File: src/rtl/pwm_quad_pkg.sv
package pwm_quad_pkg;
  // counter and compare width
  localparam int CNT_W     = 16;
  // prescale select field width and largest honoured select
  localparam int PRE_SEL_W = 4;
  localparam int PRE_MAX   = 10;

  // global register addresses
  localparam int GLB_START = 'h04;
  localparam int GLB_STOP  = 'h08;
  localparam int GLB_STAT  = 'h0C;

  // per-channel window
  localparam int CH_BASE   = 'h200;
  localparam int CH_STRIDE = 'h20;
  localparam int OFF_MODE  = 'h00;
  localparam int OFF_LOW   = 'h04;
  localparam int OFF_PER   = 'h08;
  localparam int OFF_STAGE = 'h10;

  // mode field positions
  localparam int MODE_INV_BIT = 9;
  localparam int MODE_TGT_BIT = 10;

  typedef struct packed {
    logic [PRE_SEL_W-1:0] preSel;
    logic                 invert;
    logic                 tgtPeriod;
  } chMode_t;

  // control-to-datapath strobes per channel
  typedef struct packed {
    logic run;    // channel is enabled
    logic clear;  // stop request this cycle
  } chStrobe_t;
endpackage

File: src/rtl/pwm_quad_ctrl.sv
module pwm_quad_ctrl
  import pwm_quad_pkg::*;
#(
  parameter int NCH    = 4,
  parameter int ADDR_W = 12,
  parameter int DATA_W = 32
) (
  input  logic                            clk,
  input  logic                            rstN,
  input  logic [ADDR_W-1:0]               addr,
  input  logic [DATA_W-1:0]               wdata,
  input  logic                            wen,
  input  logic                            ren,
  output logic [DATA_W-1:0]               rdata,
  input  logic [NCH-1:0]                  wrap,
  output chStrobe_t [NCH-1:0]             strobe,
  output chMode_t   [NCH-1:0]             mode,
  output logic      [NCH-1:0][CNT_W-1:0]  lowCnt,
  output logic      [NCH-1:0][CNT_W-1:0]  period,
  output logic      [NCH-1:0]             pend,
  output logic      [NCH-1:0]             stageWr
);
  function automatic logic [ADDR_W-1:0] chAddr(input int ch, input int off);
    return ADDR_W'(CH_BASE + ch * CH_STRIDE + off);
  endfunction

  logic [NCH-1:0] runQ;
  logic           startHit, stopHit;
  logic [NCH-1:0] modeWr, lowWr, perWr;
  logic [NCH-1:0][CNT_W-1:0] stageQ;
  logic [DATA_W-1:0] rdNext;

  logic unusedWdata;
  assign unusedWdata = ^wdata[DATA_W-1:MODE_TGT_BIT+1];

  assign startHit = wen && (addr == ADDR_W'(GLB_START));
  assign stopHit  = wen && (addr == ADDR_W'(GLB_STOP));

  always_comb begin
    for (int i = 0; i < NCH; i++) begin
      modeWr[i]       = wen && (addr == chAddr(i, OFF_MODE));
      lowWr[i]        = wen && (addr == chAddr(i, OFF_LOW));
      perWr[i]        = wen && (addr == chAddr(i, OFF_PER));
      stageWr[i]      = wen && (addr == chAddr(i, OFF_STAGE));
      strobe[i].run   = runQ[i];
      strobe[i].clear = stopHit && wdata[i];
    end
  end

  // global run state
  always_ff @(posedge clk or negedge rstN) begin
    if (!rstN) begin
      runQ <= '0;
    end else if (startHit) begin
      runQ <= runQ | wdata[NCH-1:0];
    end else if (stopHit) begin
      runQ <= runQ & ~wdata[NCH-1:0];
    end
  end

  // per-channel register file and staging buffer
  always_ff @(posedge clk or negedge rstN) begin
    if (!rstN) begin
      mode   <= '0;
      lowCnt <= '0;
      period <= '0;
      stageQ <= '0;
      pend   <= '0;
    end else begin
      for (int i = 0; i < NCH; i++) begin
        if (modeWr[i]) begin
          mode[i].preSel    <= wdata[PRE_SEL_W-1:0];
          mode[i].invert    <= wdata[MODE_INV_BIT];
          mode[i].tgtPeriod <= wdata[MODE_TGT_BIT];
        end
        if (lowWr[i] && !runQ[i]) lowCnt[i] <= wdata[CNT_W-1:0];
        if (perWr[i] && !runQ[i]) period[i] <= wdata[CNT_W-1:0];
        if (wrap[i] && pend[i]) begin
          if (mode[i].tgtPeriod) period[i] <= stageQ[i];
          else                   lowCnt[i] <= stageQ[i];
          pend[i] <= 1'b0;
        end
        if (stageWr[i]) begin
          stageQ[i] <= wdata[CNT_W-1:0];
          pend[i]   <= 1'b1;
        end
      end
    end
  end

  // read mux
  always_comb begin
    rdNext = '0;
    if (addr == ADDR_W'(GLB_STAT)) rdNext[NCH-1:0] = runQ;
    for (int i = 0; i < NCH; i++) begin
      if (addr == chAddr(i, OFF_MODE)) begin
        rdNext[PRE_SEL_W-1:0] = mode[i].preSel;
        rdNext[MODE_INV_BIT]  = mode[i].invert;
        rdNext[MODE_TGT_BIT]  = mode[i].tgtPeriod;
      end
      if (addr == chAddr(i, OFF_LOW))   rdNext[CNT_W-1:0] = lowCnt[i];
      if (addr == chAddr(i, OFF_PER))   rdNext[CNT_W-1:0] = period[i];
      if (addr == chAddr(i, OFF_STAGE)) rdNext[CNT_W-1:0] = stageQ[i];
    end
  end

  always_ff @(posedge clk or negedge rstN) begin
    if (!rstN)    rdata <= '0;
    else if (ren) rdata <= rdNext;
  end
endmodule

File: src/rtl/pwm_quad_dp.sv
module pwm_quad_dp
  import pwm_quad_pkg::*;
#(
  parameter int NCH = 4
) (
  input  logic                            clk,
  input  logic                            rstN,
  input  chStrobe_t [NCH-1:0]             strobe,
  input  chMode_t   [NCH-1:0]             mode,
  input  logic      [NCH-1:0][CNT_W-1:0]  lowCnt,
  input  logic      [NCH-1:0][CNT_W-1:0]  period,
  output logic      [NCH-1:0]             wrap,
  output logic      [NCH-1:0][CNT_W-1:0]  cnt,
  output logic      [NCH-1:0]             pwmOut
);
  logic [NCH-1:0] unusedTgt;

  for (genvar g = 0; g < NCH; g++) begin : gCh
    logic [PRE_MAX-1:0]   preQ;
    logic [PRE_MAX-1:0]   preLimit;
    logic [PRE_SEL_W-1:0] selEff;
    logic [CNT_W-1:0]     cntQ;
    logic                 tick, lastCnt, highRaw;

    assign selEff   = (mode[g].preSel > PRE_SEL_W'(PRE_MAX)) ?
                      PRE_SEL_W'(PRE_MAX) : mode[g].preSel;
    assign preLimit = PRE_MAX'((32'd1 << selEff) - 32'd1);
    assign tick     = strobe[g].run && (preQ >= preLimit);
    assign lastCnt  = (period[g] == '0) || (cntQ >= period[g] - CNT_W'(1));

    always_ff @(posedge clk or negedge rstN) begin
      if (!rstN) begin
        preQ <= '0;
        cntQ <= '0;
      end else if (strobe[g].clear || !strobe[g].run) begin
        preQ <= '0;
        cntQ <= '0;
      end else if (tick) begin
        preQ <= '0;
        cntQ <= lastCnt ? '0 : cntQ + CNT_W'(1);
      end else begin
        preQ <= preQ + PRE_MAX'(1);
      end
    end

    assign highRaw      = strobe[g].run && (period[g] != '0) && (cntQ >= lowCnt[g]);
    assign pwmOut[g]    = highRaw ^ mode[g].invert;
    assign wrap[g]      = tick && lastCnt;
    assign cnt[g]       = cntQ;
    assign unusedTgt[g] = mode[g].tgtPeriod;
  end
endmodule

File: src/rtl/pwm_quad.sv
module pwm_quad
  import pwm_quad_pkg::*;
#(
  parameter int NCH    = 4,
  parameter int ADDR_W = 12,
  parameter int DATA_W = 32
) (
  input  logic              clk,
  input  logic              rstN,
  input  logic [ADDR_W-1:0] addr,
  input  logic [DATA_W-1:0] wdata,
  input  logic              wen,
  input  logic              ren,
  output logic [DATA_W-1:0] rdata,
  output logic [NCH-1:0]    pwmOut
);
  chStrobe_t [NCH-1:0]            strobe;
  chMode_t   [NCH-1:0]            mode;
  logic      [NCH-1:0][CNT_W-1:0] lowCnt, period, cnt;
  logic      [NCH-1:0]            wrap, pend, stageWr, runVec;

  always_comb begin
    for (int i = 0; i < NCH; i++) runVec[i] = strobe[i].run;
  end

  pwm_quad_ctrl #(.NCH(NCH), .ADDR_W(ADDR_W), .DATA_W(DATA_W)) uCtrl (
    .clk(clk), .rstN(rstN), .addr(addr), .wdata(wdata), .wen(wen), .ren(ren),
    .rdata(rdata), .wrap(wrap), .strobe(strobe), .mode(mode), .lowCnt(lowCnt),
    .period(period), .pend(pend), .stageWr(stageWr)
  );

  pwm_quad_dp #(.NCH(NCH)) uDp (
    .clk(clk), .rstN(rstN), .strobe(strobe), .mode(mode), .lowCnt(lowCnt),
    .period(period), .wrap(wrap), .cnt(cnt), .pwmOut(pwmOut)
  );
endmodule

File: config.mk
export PLATFORM = sky130hd
export DESIGN_NAME = pwm_quad
export DESIGN_NICKNAME = d
export VERILOG_FILES = /design/src/rtl/pwm_quad_pkg.sv /design/src/rtl/pwm_quad_ctrl.sv /design/src/rtl/pwm_quad_dp.sv /design/src/rtl/pwm_quad.sv
export SDC_FILE = /design/constraint.sdc
export NUM_CORES = 1
export LEC_CHECK = 0
export CAP_MARGIN = 10
export CORE_ASPECT_RATIO = 1.25
export CORE_MARGIN = 2
export CORE_UTILIZATION = 35
export CTS_CLUSTER_DIAMETER = 30
export DETAILED_ROUTE_END_ITERATION = 12
export DONT_BUFFER_PORTS = 1
export SLEW_MARGIN = 25
export SYNTH_ARGS = -nofsm -noshare
export SYNTH_HDL_FRONTEND = slang
export SYNTH_SLANG_ARGS = --single-unit
File: constraint.sdc
create_clock -name clk -period 4.25 [get_ports clk]
set_input_delay 0.6375 -clock clk [delete_from_list [all_inputs] [get_ports clk]]
set_output_delay 0.6375 -clock clk [all_outputs]
set_load 0.01 [all_outputs]
# ---- After elaboration in Yosys (flattened, before gate mapping)
# Cells that the tools add are included.
dict set report totals {
  regBits 344
  input_bits 48
  out_inout_bits 36
}
dict set report classes {
  n_addsub 16
  n_lt_le_gt_ge 16
  eq_ne 19
  n_shift 4
  muxes 79
  n_bitwise 7
  n_reduce_logical 79
}
# operator n
set ops {}
lappend ops {{$mux 16} 48}
lappend ops {{$eq 12x10->1 const B} 16}
lappend ops {{$ge 16x16->1} 8}
lappend ops {{$mux 10} 8}
lappend ops {{$add 16x1->16 const B} 4}
lappend ops {{$logic_not 16->1} 4}
lappend ops {{$reduce_bool 16->1} 4}
lappend ops {{$sub 16x1->16 const B} 4}
lappend ops {{$logic_and 1x1->1} 50}
lappend ops {{$mux 4} 11}
lappend ops {{$add 10x1->10 const B} 4}
lappend ops {{$ge 10x10->1} 4}
lappend ops {{$shl 1x4->10 const A} 4}
lappend ops {{$sub 10x1->10 const B} 4}
lappend ops {{$eq 12x4->1 const B} 2}
lappend ops {{$reduce_bool 2->1} 9}
lappend ops {{$gt 4x4->1 const B} 4}
lappend ops {{$eq 12x3->1 const B} 1}
lappend ops {{$logic_or 1x1->1} 8}
lappend ops {{$mux 1} 8}
lappend ops {{$mux 2} 4}
lappend ops {{$and 4x4->4} 1}
lappend ops {{$logic_not 1->1} 4}
lappend ops {{$not 4->4} 1}
lappend ops {{other kinds (2)} 5}

# ---- Depth between registers and ports, before layout
dict set report logic_depth {
  ltp_word 18
  depth_mapped 18
  mapped_depth_nobuf 15
}

# ---- By module
# Synthesis repeated with hierarchy kept, for this count alone.
dict set report unflattened {
  cells_unflattened 2606
  area_unflattened_um2 24068.1
}
# mod n_inst cells_each area_each_um2 seq_area_each_um2
set by_module_without_submodules {}
lappend by_module_without_submodules {pwm_quad_ctrl 1 1306 13238.9 6005.8}
lappend by_module_without_submodules {pwm_quad_dp 1 1300 10829.1 2602.5}

# ---- Worst setup path after synthesis
# No wires, ideal clock.
dict set report synth_path {
  kind {flip-flop to flip-flop}
  startpoint {register uCtrl.period[50] (netlist bit)}
  endpoint {register uDp.gCh[3].cntQ[10]}
  setup_ns 0.082
  arrival_ns 3.717
  t_required_ns 4.168
  setup_slack_ns 0.451
  stages_incl_launch_ff 15
  path_buffers 2
  synth_period_minus_slack_ns 3.799
  path_cell_list {dfrtp_1 -> or4_4 -> nor4_1 -> nand2_1 -> nor4_1 -> xnor2_1 -> ha_1 -> a21o_1 -> a221oi_1 -> o211ai_1 -> nor3_1 -> buf_2 -> buf_2 -> nand2_1 -> a31oi_1}
}
dict set report synth_via {
  elab_chain_cells 6
  elab_cells_between_ends 7
}
# item line_no
set synth_rtl {}
lappend synth_rtl {{from (decl)} pwm_quad_ctrl.sv:19} ;# output logic [NCH-1:0][CNT_W-1:0] period,
lappend synth_rtl {{from (signal, indexed assignment)} pwm_quad_ctrl.sv:77} ;# if (perWr[i] && !runQ[i]) period[i] <= wdata[CNT_W-1:0];
lappend synth_rtl {{from (signal, indexed assignment)} pwm_quad_ctrl.sv:79} ;# if (mode[i].tgtPeriod) period[i] <= stageQ[i];
lappend synth_rtl {{$sub 16x1->16} pwm_quad_dp.sv:29} ;# assign lastCnt = (period[g] == '0) || (cntQ >= period[g] - CNT_W'(1));
lappend synth_rtl {{$ge 16x16->1} pwm_quad_dp.sv:29}
lappend synth_rtl {{$logic_or 1x1->1 (*)} pwm_quad_dp.sv:29}
lappend synth_rtl {{$mux 16 (*)} pwm_quad_dp.sv:40} ;# cntQ <= lastCnt ? '0 : cntQ + CNT_W'(1);
lappend synth_rtl {{$mux 16 (*)} pwm_quad_dp.sv:38} ;# end else if (tick) begin
lappend synth_rtl {{$mux 16 (*)} pwm_quad_dp.sv:35} ;# end else if (strobe[g].clear || !strobe[g].run) begin
lappend synth_rtl {{to (signal assigned)} pwm_quad_dp.sv:40}
lappend synth_rtl {{to (decl)} pwm_quad_dp.sv:22} ;# logic [CNT_W-1:0] cntQ;
# Mark *: on every way between the ends. The rest lies on a longest branch, timed or not. The select of a mux whose other input is x is not followed.
# A chain may end at the register's enable or synchronous reset.

# ---- Final worst setup path
dict set report layout_path {
  startpoint {register uCtrl.period[35] (netlist bit)}
  endpoint {register uCtrl.lowCnt[35] (netlist bit)}
}
dict set report layout_via {
  elab_chain_cells 6
  elab_cells_between_ends 7
}
# item line_no
set layout_rtl {}
lappend layout_rtl {{$sub 16x1->16} pwm_quad_dp.sv:29}
lappend layout_rtl {{$ge 16x16->1} pwm_quad_dp.sv:29}
lappend layout_rtl {{$logic_or 1x1->1 (*)} pwm_quad_dp.sv:29}
lappend layout_rtl {{$logic_and 1x1->1 (*)} pwm_quad_dp.sv:48} ;# assign wrap[g] = tick && lastCnt;
lappend layout_rtl {{$logic_and 1x1->1 (*)} pwm_quad_ctrl.sv:78} ;# if (wrap[i] && pend[i]) begin
lappend layout_rtl {{$mux 16 (*)} pwm_quad_ctrl.sv:78}
lappend layout_rtl {{to (signal, indexed assignment)} pwm_quad_ctrl.sv:76} ;# if (lowWr[i] && !runQ[i]) lowCnt[i] <= wdata[CNT_W-1:0];
lappend layout_rtl {{to (signal, indexed assignment)} pwm_quad_ctrl.sv:80} ;# else lowCnt[i] <= stageQ[i];
lappend layout_rtl {{to (decl)} pwm_quad_ctrl.sv:18} ;# output logic [NCH-1:0][CNT_W-1:0] lowCnt,
# Mark *: on every way between the ends. The rest lies on a longest branch, timed or not.

==> reports/metrics.yaml <==
outcome:
  status: "finished with violations"
  violations: "negative hold slack"
sta:
  hold_viol: 182
  fin_skew_ns: 0.01872
  slew_viol_final: 0
  setup_tns_ns: 0
  relSlewSlack: 0.01666
  timing.hold.ws_ns: -0.1997
  setup_viol: 0
  fin_ws_ns: 0.2812
  min_period_ns: 3.969
  worstMarginPinSlew_ns: 1.475
  period_share: 0.9338
  fmax_mhz: 252.0
  rsz0062_at_grt: "no"
synthesis:
  synth_compound_area_frac: 0.1536
  async_reset_ff_frac: 1.000
  synth_flop_cell: "dfrtp_1"
  synth-edff-count: 0
  synth_area_leaders: "dfrtp_1 (36%), ha_1 (9.7%), mux2_2 (9.2%)"
  synthSimpleGateAreaFrac: 0.1748
  yosys.area_share.xor_xnor: 0.03656
  syn_inst: 2563
  synth_top_family_by_area: "simple AND/OR/NAND/NOR gates"
  yosys.area.top_type: "dfrtp_1"
  netlist_area_mm2: 0.02372
  synth.top_cell.area_share: 0.3630
  synth-seq-cells: 344
  ys_types: 90
  synth.most_common_cell: "dfrtp_1"
  ys_seq_area_frac: 0.3630
  yosys_warnings: 0
  synth_fa_ha_area_frac: 0.09708
  synthMuxAreaShare: 0.1273
  synthTopCellsByCount: "dfrtp_1 (344), o21ai_0 (230), nand2_1 (215), nor2_1 (196), mux2_2 (194)"
  synth.avg_cell_area_um2: 9.253
floorplanning:
  num_rows: 106
  core_region_area_mm2: 0.06698
  start_util: 0.3541
  die_h_um: 295.0
  die_area_mm2: 0.06987
  io_pins: 84
  die_w_um: 236.8
clocking:
  numCtsBuffers: 76
  cts-root-buf: "clkbuf_16"
  clock_path_buffers: 3
  post_cts.repair.setup_buffers: 0
  cts_tree: "built"
  cts.clk_slew.worst_paths_ns: 0.05
  clk_latency_ns: 0.61
  htree_num_levels: 3
  cts_sinks: 344
placement:
  globalplace.congestion: 0.9323
  io_buffers: 0
  hpwl_um: 57470
  place_ws_ns: 0.2990
grt:
  grt_max_degree: 345
  grt_pass1_vias: 20360
  grt_pass1_wl_um: 121600
  grt_antenna_before_repair: 2
  grt_overflow: 0
  grt.total_usage: 0.2255
setup_path:
  cp.arrival_ns: 4.46
  crit_type: "flop to flop"
  worstPathMaxFanout: 16
  crit_required_ns: 4.74
  reg2regPathDepth: 14
  cp-start-kind: "flop"
  end_kind: "flop"
worst_hold_path:
  worstHoldPathType: "input port to async pin"
routing:
  drt_iter0_drc: 1693
  wl_per_cell_um: 22.59
  via_count: 20228
  drc: 0
  avgViaCountPerCell: 5.793
  drt-total-wl_um: 78890
  dr.pass1.iters: 6
  ant_nets: 0
layout:
  fin_nets: 2798
  drive_gt1_frac: 0.1743
  utilization: 0.4085
  n_antenna_cell: 0
  area_delta_synth_final_pct: 15.37
run:
  drv_cap: 0
power_and_ir_drop:
  leakage_nw: 12.51
  max-vdd-ir-drop_uv: 282.7
  power.density_mw_per_mm2: 358.8
## sequential cells by signal, summed over array words and instances, names as in the netlist, named ones only
signal / count
uCtrl.lowCnt: 64
uCtrl.period: 64
uCtrl.stageQ: 64
uDp.gCh.cntQ: 64
uDp.gCh.preQ: 40
uCtrl.mode: 24
uCtrl.rdata: 16
uCtrl.pend: 4
## repair_timing
action,in CTS,in global routing
setup endpoints to repair,0,21
resized for setup,0,5
endpoints found under the hold margin,344,344
## worst paths after layout
check	to	slack (ns)	startpoint
min in group clk	uCtrl.rdata[13]	0.13	ren
max in group asynchronous	uDp.gCh[2].preQ[9]	3.33	rstN
min reg2reg	uDp.gCh[1].preQ[0]	0.51	uDp.gCh[1].preQ[0]
max reg2reg	uCtrl.lowCnt[35]	0.28	uCtrl.period[35]
min	uDp.gCh[1].cntQ[10]	-0.20	rstN
max	uCtrl.lowCnt[35]	0.28	uCtrl.period[35]
## power by group
part / leakage [nW] / switching, mW / internal, mW
logic: 6.62 / 0.193 / 0.105
registers: 4.60 / 0.0390 / 3.31
clock network: 1.29 / 2.06 / 4.12
## critical path: stages (launching register included)
cell	delay (ns)
dfrtp_1	0.45
or4_1	0.57
nor2_1	0.25
nand2_1	0.22
nor3_1	0.24
xnor2_1	0.15
ha_1	0.26
a211oi_1	0.21
o21ai_0	0.12
a211oi_1	0.25
o211ai_2	0.17
nand3b_2	0.12
or3b_1	0.13
buf_4	0.30
mux2_2	0.37
## final cells by class
cell class / count / area (µm²)
fillers: 6382 / 39620
multi-input cells: 1965 / 14070
flip-flops and latches: 344 / 8608
clock buffers: 94 / 2123
well taps: 864 / 1081
clock inverters: 46 / 564.3
repair buffers: 64 / 480.5
inverters: 115 / 431.7
## cells in the final DEF, fill, tap and decap left out, types with 61 or more instances in the layout
cell type	n
dfrtp_1	344
o21ai_0	230
nand2_1	215
nor2_1	196
mux2_2	194
ha_1	184
a21oi_1	138
inv_1	115
nand3_1	93
clkbuf_16	79
buf_4	64
xnor2_1	61
## kinds of logic after synthesis
logic type	after synthesis
flops	344
other cells	1
compound gates	594
fa+ha+maj	184
mux	262
buf+inv	269
xor+xnor	99
simple gates	810
## metrics by stage
stage	std cells	area, µm²	total power [mW]
after floorplan	2578	23770	3.617
after global placement	3352	24650	3.680
after detailed placement	3352	24650	3.685
after CTS	3492	27340	9.880
after global routing	3492	27360	10.07
final	3492	27360	9.817
## layer usage
layer / global-route usage / up-vias / routed length (µm)
li1: - / 9328 / -
met5: 0 / - / 13
met1: 0.2605 / 9877 / 30680
met2: 0.3806 / 758 / 37440
met3: 0.04547 / 263 / 5132
met4: 0.1482 / 2 / 5622
Note: power is estimated with default switching activity, not from simulation.
